===== config.mk =====
export PLATFORM = sky130hd
export DESIGN_NAME = can_msg_fifo
export DESIGN_NICKNAME = d
export VERILOG_FILES = /design/src/rtl/can_mfifo_pkg.sv /design/src/rtl/mfifo_ring.sv /design/src/rtl/mfifo_flags.sv /design/src/rtl/can_msg_fifo.sv
export SDC_FILE = /design/constraint.sdc
export NUM_CORES = 1
export LEC_CHECK = 0
export BUFFER_PORTS_ARGS = -buffer_cell sky130_fd_sc_hd__buf_2
export CORE_MARGIN = 10
export CORE_UTILIZATION = 40
export DETAILED_ROUTE_END_ITERATION = 8
export SYNTH_ARGS = -nofsm -noshare
export SYNTH_HDL_FRONTEND = slang
export SYNTH_SLANG_ARGS = --single-unit

===== constraint.sdc =====
create_clock -name clk -period 5.7 [get_ports clk]
set_input_delay 1.14 -clock clk [delete_from_list [all_inputs] [get_ports clk]]
set_output_delay 1.14 -clock clk [all_outputs]
set_load 0.03 [all_outputs]

===== src/rtl/can_mfifo_pkg.sv =====
package can_mfifo_pkg;
  localparam int ID_W   = 32;
  localparam int DLC_W  = 4;
  localparam int DATA_W = 64;

  typedef struct packed {
    logic [ID_W-1:0]   id;
    logic [DLC_W-1:0]  dlc;
    logic [DATA_W-1:0] data;
  } mfifo_frame_t;

  // word addresses of the register map
  localparam int A_TXW_ID  = 0;
  localparam int A_TXW_DLC = 1;
  localparam int A_TXW_DLO = 2;
  localparam int A_TXW_DHI = 3;
  localparam int A_RXW_ID  = 4;
  localparam int A_RXW_DLC = 5;
  localparam int A_RXW_DLO = 6;
  localparam int A_RXW_DHI = 7;
  localparam int A_TXCTL   = 8;
  localparam int A_RXCTL   = 9;
  localparam int A_TXPTR   = 10;
  localparam int A_RXPTR   = 11;
  localparam int A_FLAGS   = 12;

  localparam int EN_BIT    = 0;
  localparam int EMPTY_BIT = 7;
  localparam int FLAG_RX   = 0;
  localparam int FLAG_TX   = 1;
  localparam int NFLAG     = 2;
endpackage


===== src/rtl/mfifo_ring.sv =====
module mfifo_ring #(
  parameter int W     = 100,
  parameter int DEPTH = 4
) (
  input  logic                         clk,
  input  logic                         rst,
  input  logic                         flush,
  input  logic                         push,
  input  logic                         pop,
  input  logic [W-1:0]                 din,
  output logic [W-1:0]                 dout,
  output logic [$clog2(DEPTH+1)-1:0]   count,
  output logic                         full,
  output logic                         empty
);
  localparam int CW = $clog2(DEPTH+1);
  localparam int PW = (DEPTH > 1) ? $clog2(DEPTH) : 1;

  logic [W-1:0]  mem [DEPTH];
  logic [PW-1:0] wp, rp;
  logic          do_push, do_pop;

  assign full    = (count == CW'(DEPTH));
  assign empty   = (count == '0);
  assign do_pop  = pop && !empty;
  assign do_push = push && (!full || do_pop);

  function automatic logic [PW-1:0] nxt(input logic [PW-1:0] p);
    return (p == PW'(DEPTH-1)) ? '0 : p + 1'b1;
  endfunction

  // storage without reset so it maps onto RAM
  always_ff @(posedge clk) begin
    if (do_push && !flush) mem[wp] <= din;
  end

  assign dout = mem[rp];

  always_ff @(posedge clk) begin
    if (rst || flush) begin
      wp    <= '0;
      rp    <= '0;
      count <= '0;
    end else begin
      if (do_push) wp <= nxt(wp);
      if (do_pop)  rp <= nxt(rp);
      case ({do_push, do_pop})
        2'b10:   count <= count + 1'b1;
        2'b01:   count <= count - 1'b1;
        default: count <= count;
      endcase
    end
  end

  assert_count_bound_R4: assert property (@(posedge clk) disable iff (rst)
    count <= CW'(DEPTH));

  assert_full_push_ignored_R4: assert property (@(posedge clk) disable iff (rst)
    (push && full && !pop && !flush) |=> (full && $stable(wp) && $stable(rp)));

  assert_empty_pop_ignored_R7: assert property (@(posedge clk) disable iff (rst)
    (pop && empty && !push && !flush) |=> (empty && $stable(rp)));
endmodule


===== src/rtl/mfifo_flags.sv =====
module mfifo_flags #(
  parameter int N = 2
) (
  input  logic         clk,
  input  logic         rst,
  input  logic [N-1:0] set,
  input  logic [N-1:0] clr,
  output logic [N-1:0] flags
);
  always_ff @(posedge clk) begin
    if (rst) flags <= '0;
    else     flags <= (flags & ~clr) | set;
  end

  assert_set_wins_R9: assert property (@(posedge clk) disable iff (rst)
    (set != '0) |=> ((flags & $past(set)) == $past(set)));
endmodule


===== src/rtl/can_msg_fifo.sv =====
module can_msg_fifo
  import can_mfifo_pkg::*;
#(
  parameter int DEPTH = 4,
  parameter int AW    = 4
) (
  input  logic              clk,
  input  logic              rst,
  input  logic              bus_wr,
  input  logic [AW-1:0]     bus_addr,
  input  logic [31:0]       bus_wdata,
  output logic [31:0]       bus_rdata,
  output logic              tx_valid_o,
  output logic [ID_W-1:0]   tx_id_o,
  output logic [DLC_W-1:0]  tx_dlc_o,
  output logic [DATA_W-1:0] tx_data_o,
  input  logic              tx_done_i,
  input  logic              rx_valid_i,
  input  logic [ID_W-1:0]   rx_id_i,
  input  logic [DLC_W-1:0]  rx_dlc_i,
  input  logic [DATA_W-1:0] rx_data_i,
  output logic              rx_ovr_o,
  output logic              irq_rx_o,
  output logic              irq_tx_o
);
  localparam int CW = $clog2(DEPTH+1);
  localparam int FW = $bits(mfifo_frame_t);

  logic sel_txctl, sel_rxctl, sel_txptr, sel_rxptr, sel_flags;
  assign sel_txctl = bus_wr && (bus_addr == AW'(A_TXCTL));
  assign sel_rxctl = bus_wr && (bus_addr == AW'(A_RXCTL));
  assign sel_txptr = bus_wr && (bus_addr == AW'(A_TXPTR));
  assign sel_rxptr = bus_wr && (bus_addr == AW'(A_RXPTR));
  assign sel_flags = bus_wr && (bus_addr == AW'(A_FLAGS));

  logic         tx_en, rx_en;
  mfifo_frame_t tx_win, tx_head, rx_head, rx_in;

  always_ff @(posedge clk) begin
    if (rst) begin
      tx_en  <= 1'b0;
      rx_en  <= 1'b0;
      tx_win <= '0;
    end else begin
      if (sel_txctl) tx_en <= bus_wdata[EN_BIT];
      if (sel_rxctl) rx_en <= bus_wdata[EN_BIT];
      if (bus_wr) begin
        case (bus_addr)
          AW'(A_TXW_ID):  tx_win.id          <= bus_wdata;
          AW'(A_TXW_DLC): tx_win.dlc         <= bus_wdata[DLC_W-1:0];
          AW'(A_TXW_DLO): tx_win.data[31:0]  <= bus_wdata;
          AW'(A_TXW_DHI): tx_win.data[63:32] <= bus_wdata;
          default: ;
        endcase
      end
    end
  end

  // transmit queue
  logic [CW-1:0] tx_cnt;
  logic          tx_full, tx_empty, tx_evt, tx_flush;
  assign tx_flush   = sel_txctl && !bus_wdata[EN_BIT];
  assign tx_valid_o = tx_en && !tx_empty;
  assign tx_evt     = tx_done_i && tx_valid_o;

  mfifo_ring #(.W(FW), .DEPTH(DEPTH)) u_tx_ring (
    .clk(clk), .rst(rst), .flush(tx_flush),
    .push(sel_txptr && tx_en), .pop(tx_evt),
    .din(tx_win), .dout(tx_head),
    .count(tx_cnt), .full(tx_full), .empty(tx_empty)
  );

  assign tx_id_o   = tx_head.id;
  assign tx_dlc_o  = tx_head.dlc;
  assign tx_data_o = tx_head.data;

  // receive queue
  logic [CW-1:0] rx_cnt;
  logic          rx_full, rx_empty, rx_flush, rx_drop, rx_store;
  assign rx_flush = sel_rxctl && !bus_wdata[EN_BIT];
  assign rx_in    = '{id: rx_id_i, dlc: rx_dlc_i, data: rx_data_i};
  assign rx_drop  = rx_valid_i && rx_en && rx_full && !sel_rxptr;
  assign rx_store = rx_valid_i && rx_en && !rx_drop;

  mfifo_ring #(.W(FW), .DEPTH(DEPTH)) u_rx_ring (
    .clk(clk), .rst(rst), .flush(rx_flush),
    .push(rx_valid_i && rx_en), .pop(sel_rxptr && rx_en),
    .din(rx_in), .dout(rx_head),
    .count(rx_cnt), .full(rx_full), .empty(rx_empty)
  );

  always_ff @(posedge clk) begin
    if (rst) rx_ovr_o <= 1'b0;
    else     rx_ovr_o <= rx_drop;
  end

  // sticky interrupt flags
  logic [NFLAG-1:0] fl_set, fl_clr, fl_q;
  always_comb begin
    fl_set          = '0;
    fl_set[FLAG_RX] = rx_store;
    fl_set[FLAG_TX] = tx_evt;
    fl_clr          = sel_flags ? bus_wdata[NFLAG-1:0] : '0;
  end

  mfifo_flags #(.N(NFLAG)) u_flags (
    .clk(clk), .rst(rst), .set(fl_set), .clr(fl_clr), .flags(fl_q)
  );
  assign irq_rx_o = fl_q[FLAG_RX];
  assign irq_tx_o = fl_q[FLAG_TX];

  // registered read port
  logic [31:0] rd_next;
  always_comb begin
    rd_next = '0;
    case (bus_addr)
      AW'(A_TXW_ID):  rd_next = tx_win.id;
      AW'(A_TXW_DLC): rd_next = 32'(tx_win.dlc);
      AW'(A_TXW_DLO): rd_next = tx_win.data[31:0];
      AW'(A_TXW_DHI): rd_next = tx_win.data[63:32];
      AW'(A_RXW_ID):  rd_next = rx_head.id;
      AW'(A_RXW_DLC): rd_next = 32'(rx_head.dlc);
      AW'(A_RXW_DLO): rd_next = rx_head.data[31:0];
      AW'(A_RXW_DHI): rd_next = rx_head.data[63:32];
      AW'(A_TXCTL): begin
        rd_next[EN_BIT] = tx_en;
        rd_next[CW:1]   = tx_cnt;
      end
      AW'(A_RXCTL): begin
        rd_next[EN_BIT]    = rx_en;
        rd_next[EMPTY_BIT] = rx_empty;
      end
      AW'(A_FLAGS):   rd_next[NFLAG-1:0] = fl_q;
      default: ;
    endcase
  end

  always_ff @(posedge clk) begin
    if (rst) bus_rdata <= '0;
    else     bus_rdata <= rd_next;
  end

  assert_ovr_cause_R8: assert property (@(posedge clk) disable iff (rst)
    rx_ovr_o |-> $past(rx_valid_i && rx_en && rx_full));

  assert_ovr_keeps_full_R8: assert property (@(posedge clk) disable iff (rst)
    rx_ovr_o |-> (rx_full || !rx_en));

  assert_done_sets_flag_R5: assert property (@(posedge clk) disable iff (rst)
    (tx_done_i && tx_valid_o) |=> irq_tx_o);

  assert_disable_empties_R10: assert property (@(posedge clk) disable iff (rst)
    tx_flush |=> !tx_valid_o);

  assert_full_commit_R4: assert property (@(posedge clk) disable iff (rst)
    (sel_txptr && tx_full && !tx_evt) |=> (tx_cnt == CW'(DEPTH)));
endmodule


After elaboration in Yosys (flattened, before gate mapping)
Memory sizes are Yosys's and may differ from the RTL's. A register that Yosys moved wholly into a read port is not among the register bits.
Cells that the tools add are included.
- register bits after elaboration: 151
- RAM bits: 800
- input port bits: 141
- output and inout bits: 136
- logic and storage cells: 114
- memories: 2
- memory list (memory ; depth ; width ; read ports ; clocked after Yosys merged registers in ; write ports ; RTL line ; text):
    u_rx_ring.mem ; 4 ; 100 ; 1 ; 1 ; 1 ; mfifo_ring.sv:19 ; logic [W-1:0] mem [DEPTH];
    u_tx_ring.mem ; 4 ; 100 ; 1 ; 1 ; 1 ; mfifo_ring.sv:19 ;
- add/subtract/negate cells: 8
- equality and inequality tests: 22
- muxes and demuxes: 21
- bitwise operators: 3
- reductions and logical operators: 43
- operators with widths (cell ; number):
    $pmux 24 s6 ; 1
    $logic_and 1x1->1 ; 21
    $eq 4x4->1 const B ; 5
    $mux 2 ; 9
    $pmux 2 s9 ; 1
    $pmux 3 s6 ; 1
    $eq 4x3->1 const B ; 4
    $eq 2x2->1 const B ; 6
    $pmux 3 s2 ; 2
    $pmux 1 s11 ; 1
    $pmux 1 s10 ; 1
    $logic_not 1->1 ; 9
    $add 2x1->2 const B ; 4
    $eq 4x2->1 const B ; 2
    $reduce_and 2->1 ; 4
    $pmux 1 s7 ; 1
    $add 3x1->3 const B ; 2
    $eq 3x3->1 const B ; 2
    $logic_not 3->1 ; 2
    $sub 3x1->3 const B ; 2
    $eq 2x1->1 const B ; 2
    $eq 4x1->1 const B ; 1
    $logic_not 4->1 ; 1
    $logic_or 1x1->1 ; 4
    5 further kinds ; 9

Logic depth before layout (Yosys ltp)
Gate-level depths: netlist (run 1).
- depth in word-level cells: 10
- gate-level depth with buffers: 10
- gate-level depth less buffers: 8

Cells and area by module
A second synthesis (run 1) with hierarchy kept.
- cells, all modules: 1925
- area, all modules: 36040.8 µm²
- by module, submodules not included (module ; instances ; cells each ; area an instance (µm²) ; seq. area each (µm²)):
    mfifo_ring (u_rx_ring) ; 1 ; 586 ; 15018.2 ; 12191.7
    mfifo_ring (u_tx_ring) ; 1 ; 577 ; 14898.0 ; 12191.7
    can_msg_fifo ; 1 ; 754 ; 6054.6 ; 2702.6
    mfifo_flags ; 1 ; 8 ; 70.1 ; 40.0

Worst setup path before layout (run 1)
OpenSTA, ideal clock, no wires.
- path kind: input -> register
- from: input bus_wr
- to: memory u_tx_ring.mem[0][0], enable pin
- arrival time: 4.187 ns
- required time: 5.229 ns
- slack: 1.042 ns
- stages on the path: 5
- buffers on the path: 2
- cells stage by stage: buf_2 -> and3b_1 -> buf_2 -> o311a_2 -> and2_1
- longest elaborated chain between the ends: 6
- RTL lines (item ; RTL line ; text):
    from (decl) ; can_msg_fifo.sv:9 ; input logic bus_wr,
    $logic_and 1x1->1 (on tied branches) ; can_msg_fifo.sv:32, can_msg_fifo.sv:30 ;
    $logic_and 1x1->1 (on tied branches) ; can_msg_fifo.sv:68, can_msg_fifo.sv:62 ;
    $logic_and 1x1->1 or $logic_not 1->1 (tied branches) ; mfifo_ring.sv:26, mfifo_ring.sv:34 ;
    $logic_and 1x1->1 (*) ; mfifo_ring.sv:34 ; if (do_push && !flush) mem[wp] <= din;
    $mux 1 (*) ; mfifo_ring.sv:34 ;
    $mux 1 (implied by the code) (*) ; mfifo_ring.sv:34 ;
    to (decl) ; mfifo_ring.sv:19 ;
Every way passes the cells marked *; elsewhere a longest branch is shown, timed or not.

==> flow_metrics.py, run 1 <==
metrics = {
    "yosys": {
        "ys_seq_area_share_pct": 75.8,
        "syn_inst": 1913,
        "synthTopCellsByArea": "edfxtp_1, mux4_2, dfxtp_1",
        "syn_nets": 2066,
        "ys_ff_latch": 955,
        "avgSynthCellArea_um2": 18.7,
        "yosysMostFrequentCell": "edfxtp_1",
        "synth_ff_type": "edfxtp_1",
        "netlist_top_cells_count": "edfxtp_1, nand2_1, mux4_2, dfxtp_1, a21oi_1",
        "yosys_warnings": 0,
        "synth_enable_flop_cells": 800,
        "yosysTopAreaCell": "edfxtp_1",
        "synth_top_area_share_pct": 67.1,
        "synthDistinctLibCells": 54,
        "async_flop_share_pct": 0,
        "synth.cell_area_mm2": 0.0358,
    },
    "timing": {
        "fin_skew_ns": 0.0163,
        "finalWorstSetupSlack_ns": 1.86,
        "hold_viol": 0,
        "finalMaxSlewViolations": 0,
        "rsz0062_at_grt": "false",
        "relSlewSlack_pct": 23.9,
        "worstMarginPinSlew_ns": 1.14,
        "fmax_ghz": 0.260,
        "setup_tns_ns": 0,
        "setup_viol": 0,
        "finalCriticalPeriod_ns": 3.84,
        "fin_crit_sh_pct": 67.4,
    },
    "clock_tree": {
        "cts_inserted_buffers": 97,
        "cts_htree_levels": 3,
        "cts_tree": "done",
        "post_cts_buffers": 0,
        "hold_buffers": 0,
        "cts_sinks": 955,
        "ctsResizeCount": 0,
        "path_clk_slew_ns": 0.06,
        "clk_latency_ns": 0.65,
        "cts_root_buffer": "clkbuf_16",
        "cts.path.max_buffers": 3,
    },
    "grt": {
        "grt_antenna_before_repair": 38,
        "gr-total-overflow": 0,
        "grt_pass1_vias": 19223,
        "grt_usage_pct": 17.2,
        "grt_first_pass_wirelength_um": 132000,
        "grt_max_degree": 73,
    },
    "die": {
        "ios": 277,
        "fp-row-count": 109,
        "die_y_um": 319,
        "die-area_mm2": 0.102,
        "die_w_um": 319,
        "initial_core_util_pct": 40.4,
        "core_mm2": 0.0886,
    },
    "placed_design": {
        "portBuffers": 276,
        "dpl-instance-area_mm2": 0.0385,
        "dpl.hpwl_um": 57300,
        "dp_slack_ns": 1.63,
        "gp_congestion": 0.779,
    },
    "drt": {
        "viasPerCell": 5.43,
        "routedWlPerCell_um": 25.9,
        "drt-initial-drc-count": 1554,
        "drt-total-wl_um": 89600,
        "antenna_left": 0,
        "drc": 0,
        "via_count": 18813,
        "first_pass_iters": 7,
    },
    "cells_and_area": {
        "design_area_mm2": 0.0419,
        "finalNetCount": 2364,
        "drive_gt1_share_pct": 29.9,
        "multi_input_area_mm2": 0.00814,
        "regArea_mm2": 0.0271,
        "syn2layout_area_growth_pct": 16.9,
        "fillCellCount": 7405,
    },
    "setup_path": {
        "endpoint_kind": "output pin",
        "worstPathArrival_ns": 2.70,
        "start_kind": "flip-flop",
        "worstPathRequired_ns": 4.56,
        "critPathKind": "reg2out",
        "crit_fanout": 52,
    },
    "flow_run": {
        "drv_cap": 0,
    },
    "power": {
        "leakage_nw": 14.0,
        "finalPower_mw": 14.4,
        "pwr_density_cell_mw_per_mm2": 343,
        "vdd_ir_drop_max_v": 0.000235,
    },
    "hold_path": {
        "hold_class": "reg2reg",
    },
    "status": {
        "status": "completed",
    },
}
[state kept, by name, summed over array words and instances, names as in the netlist, named ones only]
register / count
u_rx_ring.mem: 400
u_tx_ring.mem: 400
tx_win: 100
bus_rdata: 32
u_rx_ring.count: 3
u_tx_ring.count: 3
u_flags.flags: 2
u_rx_ring.rp: 2
u_rx_ring.wp: 2
u_tx_ring.rp: 2
u_tx_ring.wp: 2
rx_en: 1
rx_ovr_o: 1
tx_en: 1
[critical path, stage by stage (launching register included)]
cell     delay, ns
dfxtp_4       0.86
buf_4         0.48
mux4_2        0.41
buf_2         0.21
[final cells by class]
| cell class | count | share of cell area (%) |
|---|---|---|
| diodes | 5 | 0.0299 |
| clock buffers | 143 | 6.90 |
| clock inverters | 40 | 1.16 |
| inverters | 11 | 0.0986 |
| multi-input cells | 837 | 19.4 |
| flip-flops and latches | 955 | 64.8 |
| well taps | 1165 | 3.48 |
| repair buffers | 309 | 4.05 |
[metal layers]
layer	track usage [%]	part of all wire [%]	up-vias
met5	0	0.30	-
met4	3.52	1.9	42
met3	4.82	8.0	156
met2	28.0	48	658
met1	23.1	42	9734
li1	-	-	8223
[logic make-up (layout without fill, tap and decap cells)]
family | Yosys count | after routing | synth area share [%]
xor gates and xnor gates | 3 | 3 | 0.0734
AOI/OAI and AO/OA | 263 | 263 | 4.40
DFF | 955 | 955 | 75.8
buffers and inverters | 121 | 503 | 1.70
adders and majority gates | 12 | 12 | 0.461
other | 0 | 5 | 0
muxes | 243 | 243 | 13.8
and+or+nand+nor | 316 | 316 | 3.75
[final timing paths]
check,from,end,slack (ns),cells past startpoint
setup / recovery,flip-flop,tx_id_o[16],1.86,3
hold reg to reg,tx_win[44]$_SDFFE_PP0P_,tx_win[44]$_SDFFE_PP0P_,0.51,2
setup reg to reg,flip-flop,bus_rdata[20]$_SDFF_PP0_,2.98,4
hold / removal,tx_win[44]$_SDFFE_PP0P_,tx_win[44]$_SDFFE_PP0P_,0.51,2
[cell usage in the layout, fill, tap and decap left out, types with 12 or more instances in the layout]
cell,count
a21oi_1,142
a22oi_1,59
buf_2,274
buf_4,30
clkbuf_1,24
clkbuf_16,103
clkbuf_8,16
clkinv_2,12
dfxtp_1,151
edfxtp_1,800
mux2i_1,39
mux4_2,201
nand2_1,223
nor2_1,26
o21ai_1,20
[stage by stage]
stage,hold WS [ns],instances,util (%)
6_report,0.513,3465,47.2
5_1_grt,0.538,3461,47.2
4_1_cts,0.513,3460,47.2
3_5_place_dp,0.504,3277,43.4
3_3_place_gp,0.489,3277,43.4
2_1_floorplan,0.471,1913,-
[power breakdown]
group	leakage, nW	internal [mW]	switching (mW)
Clock	1.66	3.97	2.59
Sequential	8.83	7.53	0.0202
Combinational	3.50	0.0733	0.173
(Power assumes the default switching activity.)
==> inputs of run 2 (changes only) <==
--- a/config.mk
+++ b/config.mk
@@ -5,6 +5,7 @@
 export SDC_FILE = /design/constraint.sdc
 export NUM_CORES = 1
 export LEC_CHECK = 0
+export ABC_AREA = 1
 export BUFFER_PORTS_ARGS = -buffer_cell sky130_fd_sc_hd__buf_2
 export CORE_MARGIN = 10
 export CORE_UTILIZATION = 40
==> constraint.sdc (replaced) <==
create_clock -name clk -period 3.4 [get_ports clk]
set_input_delay 0.68 -clock clk [delete_from_list [all_inputs] [get_ports clk]]
set_output_delay 0.68 -clock clk [all_outputs]
set_load 0.03 [all_outputs]
==> flow_metrics.py, run 2 <==
metrics = {
    "setup_path": {
        "crit_fanout": 90,
        "worstPathRequired_ns": 2.72,
        "critPathKind": "reg2out",
        "start_kind": "flip-flop",
        "worstPathArrival_ns": 2.65,
        "endpoint_kind": "output pin",
        "r2r_slack_ns": 1.05,
    },
    "timing": {
        "hold_viol": 0,
        "finalCriticalPeriod_ns": 3.33,
        "rsz0062_at_grt": "false",
        "fmax_ghz": 0.300,
        "fin_crit_sh_pct": 97.9,
        "finalMaxSlewViolations": 0,
        "setup_tns_ns": 0,
        "finalWorstSetupSlack_ns": 0.0701,
        "worstMarginPinSlew_ns": 1.11,
        "relSlewSlack_pct": 25.9,
        "fin_skew_ns": 0.0408,
        "setup_viol": 0,
    },
    "yosys": {
        "synth_enable_flop_cells": 800,
        "async_flop_share_pct": 0,
        "synthTopCellsByArea": "edfxtp_1, dfxtp_1, o21ai_0",
        "yosysTopAreaCell": "edfxtp_1",
        "syn_nets": 3186,
        "netlist_top_cells_count": "edfxtp_1, nor2_1, o21ai_0, nand2_1, o22ai_1",
        "ys_seq_area_share_pct": 74.2,
        "yosys_warnings": 0,
        "synth.cell_area_mm2": 0.0366,
        "synth_top_area_share_pct": 65.7,
        "ys_ff_latch": 955,
        "yosysMostFrequentCell": "edfxtp_1",
        "avgSynthCellArea_um2": 12.1,
        "synth_ff_type": "edfxtp_1",
        "synthDistinctLibCells": 31,
        "syn_inst": 3033,
    },
    "grt": {
        "grt_max_degree": 203,
        "grt_first_pass_wirelength_um": 152000,
        "grt_antenna_before_repair": 52,
        "gr-total-overflow": 0,
        "grt_usage_pct": 19.5,
        "grt_pass1_vias": 22944,
    },
    "power": {
        "vdd_ir_drop_max_v": 0.000424,
        "leakage_nw": 15.1,
        "finalPower_mw": 24.0,
        "pwr_density_cell_mw_per_mm2": 559,
    },
    "status": {
        "status": "completed",
    },
    "cells_and_area": {
        "syn2layout_area_growth_pct": 17.3,
        "multi_input_area_mm2": 0.00820,
        "top_regs": "u_rx_ring.mem: 400 flops, u_tx_ring.mem: 400 flops, tx_win: 100 flops",
        "layout_commonest_cell": "edfxtp_1",
        "drive_gt1_share_pct": 15.6,
        "stdcell_count": 4573,
        "fillCellCount": 8097,
        "mostFrequentLayoutCells": "edfxtp_1, nor2_1, o21ai_0, nand2_1, buf_2",
        "regArea_mm2": 0.0271,
        "finalNetCount": 3445,
    },
    "hold_path": {
        "hold_class": "in2reg",
        "hp-start": "rx_data_i[11]",
    },
    "drt": {
        "drc": 0,
        "via_count": 24345,
        "drt-total-wl_um": 105000,
        "antenna_left": 0,
        "viasPerCell": 5.32,
        "first_pass_iters": 5,
        "drt-initial-drc-count": 2679,
        "routedWlPerCell_um": 22.9,
    },
    "flow_run": {
        "drv_cap": 0,
    },
    "placed_design": {
        "dp_slack_ns": 0.414,
        "dpl.hpwl_um": 67800,
        "gp_congestion": 0.856,
        "dp.cells": 4367,
        "portBuffers": 276,
    },
    "die": {
        "die_w_um": 322,
        "die_y_um": 322,
        "initial_core_util_pct": 40.4,
        "fp-row-count": 110,
        "ios": 277,
        "core_mm2": 0.0904,
        "die-area_mm2": 0.104,
    },
    "clock_tree": {
        "cts_htree_levels": 3,
        "cts.path.max_buffers": 3,
        "cts_tree": "done",
        "path_clk_slew_ns": 0.06,
        "clk_latency_ns": 0.68,
        "cts_sinks": 955,
        "cts_root_buffer": "clkbuf_16",
        "hold_buffers": 0,
        "cts_inserted_buffers": 98,
    },
}
run 2: changes by cell type after synthesis, sizes merged, moves of 59 or more:
| cell | change |
|---|---|
| a22oi | -59 |
| clkbuf | +73 |
| inv | +126 |
| mux4 | -201 |
| nand2 | +65 |
| nor2 | +552 |
| o21ai | +454 |
| o22ai | +193 |
run 2: per-stage QoR:
step / hold slack, ns / area (um2) / utilization, %
after global routing: 0.211 / 42900 / 47.4
final: 0.233 / 42900 / 47.4
after global placement: 0.481 / 39600 / 43.7
after floorplan: 0.459 / 36600 / -
after detailed placement: 0.488 / 39600 / 43.7
after CTS: 0.195 / 42800 / 47.3
run 2: worst paths after layout:
kind | cells past startpoint | to
setup reg to reg | 9 | bus_rdata[18]$_SDFF_PP0_
hold reg to reg | 2 | flip-flop
setup / recovery | 6 | tx_data_o[14]
hold / removal | 1 | u_rx_ring.mem[1][11]$_DFFE_PP_
run 2: metal layers:
metal / vias up / global-route usage (%) / wire length [um]
li1: 11360 / - / -
met1: 11915 / 25.7 / 43900
met2: 835 / 30.6 / 48500
met3: 195 / 4.95 / 9020
met4: 40 / 7.89 / 3200
met5: - / 0 / 250
run 2: repair_timing:
action,4_1_cts,5_1_grt
gates resized for setup,1,0
endpoints found under the setup margin,1,4
buffers inserted,0,1
run 2: cells by family (layout without fill, tap and decap cells):
family                   after synthesis  in the layout  share of synthesized area [%]
AO/OA/AOI/OAI                        803            803                           11.7
adder cells (fa/ha/maj)               12             12                          0.452
buffers and inverters                323            664                           3.62
flip-flops                           955            955                           74.2
other                                  0             23                              0
AND/OR/NAND/NOR                      940            940                           10.0
run 2: area by class of cell:
cell class / count / share of cell area, %
Timing Repair Buffer: 344 / 5.22
Tap cell: 1176 / 3.43
Clock inverter: 43 / 1.20
Inverter: 138 / 1.24
Antenna cell: 23 / 0.134
Sequential cell: 955 / 63.3
Multi-Input combinational cell: 1755 / 19.1
Clock buffer: 139 / 6.36
run 2: power breakdown:
| part | total [mW] | leakage (nW) | switching [mW] | internal (mW) |
|---|---|---|---|---|
| clock | 10.8 | 1.59 | 4.45 | 6.36 |
| sequential | 12.7 | 8.56 | 0.0533 | 12.7 |
| combinational | 0.436 | 4.99 | 0.309 | 0.127 |
run 2: critical path, stage by stage (launching register included):
cell and delay (ns):
dfxtp_2 0.41, buf_4 0.22, inv_2 0.08, buf_12 0.28, o21ai_0 0.17, o22ai_1 0.33, buf_2 0.28
==> inputs of run 3 (changes only) <==
==> constraint.sdc (replaced) <==
create_clock -name clk -period 3.1 [get_ports clk]
set_input_delay 0.62 -clock clk [delete_from_list [all_inputs] [get_ports clk]]
set_output_delay 0.62 -clock clk [all_outputs]
set_load 0.03 [all_outputs]
==> flow_metrics.py, run 3 (same netlist as run 2, synthesis figures left out) <==
metrics = {
    "status": {
        "status": "completed",
    },
    "timing": {
        "fmax_ghz": 0.338,
        "rsz0062_at_grt": "false",
        "relSlewSlack_pct": 39.5,
        "finalCriticalPeriod_ns": 2.96,
        "finalWorstSetupSlack_ns": 0.139,
        "fin_skew_ns": 0.0333,
        "hold_viol": 0,
        "setup_viol": 0,
        "fin_crit_sh_pct": 95.5,
        "finalMaxSlewViolations": 0,
        "worstMarginPinSlew_ns": 0.908,
        "fin_hold_ws_ns": 0.180,
    },
    "clock_tree": {
        "cts_tree": "done",
        "path_clk_slew_ns": 0.06,
        "clk_latency_ns": 0.67,
        "cts_htree_levels": 3,
        "cts_sinks": 955,
        "cts.path.max_buffers": 3,
        "cts_inserted_buffers": 96,
        "cts_root_buffer": "clkbuf_16",
    },
    "cells_and_area": {
        "top_regs": "u_rx_ring.mem: 400 flops, u_tx_ring.mem: 400 flops, tx_win: 100 flops",
        "regArea_mm2": 0.0271,
        "syn2layout_area_growth_pct": 17.5,
        "finalNetCount": 3452,
        "stdcell_count": 4569,
        "layout_commonest_cell": "edfxtp_1",
        "drive_gt1_share_pct": 15.7,
        "multi_input_area_mm2": 0.00825,
        "mostFrequentLayoutCells": "edfxtp_1, nor2_1, o21ai_0, nand2_1, buf_2",
        "fillCellCount": 8058,
    },
    "drt": {
        "routedWlPerCell_um": 22.9,
        "drt-initial-drc-count": 2317,
        "wl_met3_um": 9740,
        "antenna_left": 0,
        "viasPerCell": 5.31,
        "drc": 0,
        "drt-total-wl_um": 105000,
        "via_count": 24259,
        "first_pass_iters": 5,
        "wl_met1_um": 44500,
        "wl_met2_um": 47500,
        "highest_layer": "met5",
    },
    "die": {
        "fp-row-count": 110,
        "core_mm2": 0.0904,
        "die-area_mm2": 0.104,
        "initial_core_util_pct": 40.4,
        "die_w_um": 322,
        "ios": 277,
        "die_y_um": 322,
    },
    "placed_design": {
        "dp_slack_ns": 0.576,
        "dpl.hpwl_um": 69400,
        "gp_congestion": 0.887,
        "dp.cells": 4375,
        "portBuffers": 276,
    },
    "flow_run": {
        "drv_cap": 0,
    },
    "grt": {
        "gr-total-overflow": 0,
        "grt_usage_pct": 19.4,
        "grt_first_pass_wirelength_um": 151000,
        "grt_antenna_before_repair": 49,
        "grt_max_degree": 147,
        "grt_pass1_vias": 22498,
    },
    "setup_path": {
        "crit_fanout": 98,
        "critPathKind": "reg2out",
        "worstPathArrival_ns": 2.34,
        "critical-path-slowest-cell": "dfxtp_4",
        "cp-endpoint": "tx_dlc_o[2]",
        "r2r_cells": 8,
        "worstPathRequired_ns": 2.48,
        "path_cells": "inv_6, buf_16, o21ai_0, o22ai_1, buf_2",
        "r2r_end": "bus_rdata[23]$_SDFF_PP0_",
        "endpoint_kind": "output pin",
        "r2r_slack_ns": 0.85,
        "start_kind": "flip-flop",
        "slowest_delay_ns": 0.44,
    },
    "power": {
        "finalPower_mw": 25.8,
        "vdd_ir_drop_max_v": 0.000447,
        "pwr_density_cell_mw_per_mm2": 600,
        "leakage_nw": 15.2,
    },
    "hold_path": {
        "hold_class": "in2reg",
    },
}
run 3: repair_timing:
item	CTS	global route
setup buffers	1	0
hold buffers	0	0
resized for setup	1	2
gates cloned	0	1
pin swaps	0	0
endpoints found under the setup margin	2	7
run 3: where the power goes:
group | switching (mW) | internal, mW | total [mW]
Sequential | 0.0687 | 13.9 | 13.9
Combinational | 0.331 | 0.142 | 0.472
Clock | 4.79 | 6.55 | 11.3
Total | 5.19 | 20.6 | 25.8
run 3: worst min-delay path by stage:
| stage | to | start | slack [ns] | cells after the start |
|---|---|---|---|---|
| floorplan | flip-flop | u_tx_ring.rp[1]$_SDFFE_PP0N_ | 0.46 | 2 |
| global placement | u_tx_ring.mem[0][40]$_DFFE_PP_ | tx_win[40]$_SDFFE_PP0P_ | 0.49 | 0 |
| detailed placement | u_flags.flags[0]$_SDFF_PP0_ | u_flags.flags[0]$_SDFF_PP0_ | 0.49 | 2 |
| CTS | u_rx_ring.mem[0][31]$_DFFE_PP_ | rx_data_i[31] | 0.15 | 1 |
| global route | u_rx_ring.mem[3][25]$_DFFE_PP_ | rx_data_i[25] | 0.15 | 1 |
| finish | u_rx_ring.mem[2][99]$_DFFE_PP_ | rx_id_i[31] | 0.18 | 1 |
run 3: layout make-up:
cell class                 count  share of cell area (%)
antenna                       13                  0.0757
inverter                     138                    1.24
clock buffer                 128                    6.12
multi-input combinational   1755                    19.2
clock inverter                51                    1.07
tap                         1176                    3.43
timing repair buffer         353                    5.66
sequential                   955                    63.2
run 3: stage by stage:
| step | area (um2) | setup TNS (ns) | util (%) |
|---|---|---|---|
| finish | 42900 | 0 | 47.5 |
| global route | 42900 | 0 | 47.5 |
| CTS | 42900 | 0 | 47.4 |
| detailed placement | 39800 | 0 | 44.0 |
| global placement | 39800 | 0 | 44.0 |
| floorplan | 36700 | -0.886 | - |
run 3: per-layer routing:
layer,vias to the layer above,GRT usage (%)
li1,11367,-
met1,11793,26.6
met2,872,30.2
met3,187,5.49
met4,40,5.02
met5,-,0
run 3: worst max-delay path, delay by kind of cell, from the launching register on:
| kind | cells | cell delay [ns] |
|---|---|---|
| AO/OA/AOI/OAI | 2 | 0.42 |
| flip-flops | 1 | 0.44 |
| buffers and inverters | 3 | 0.73 |
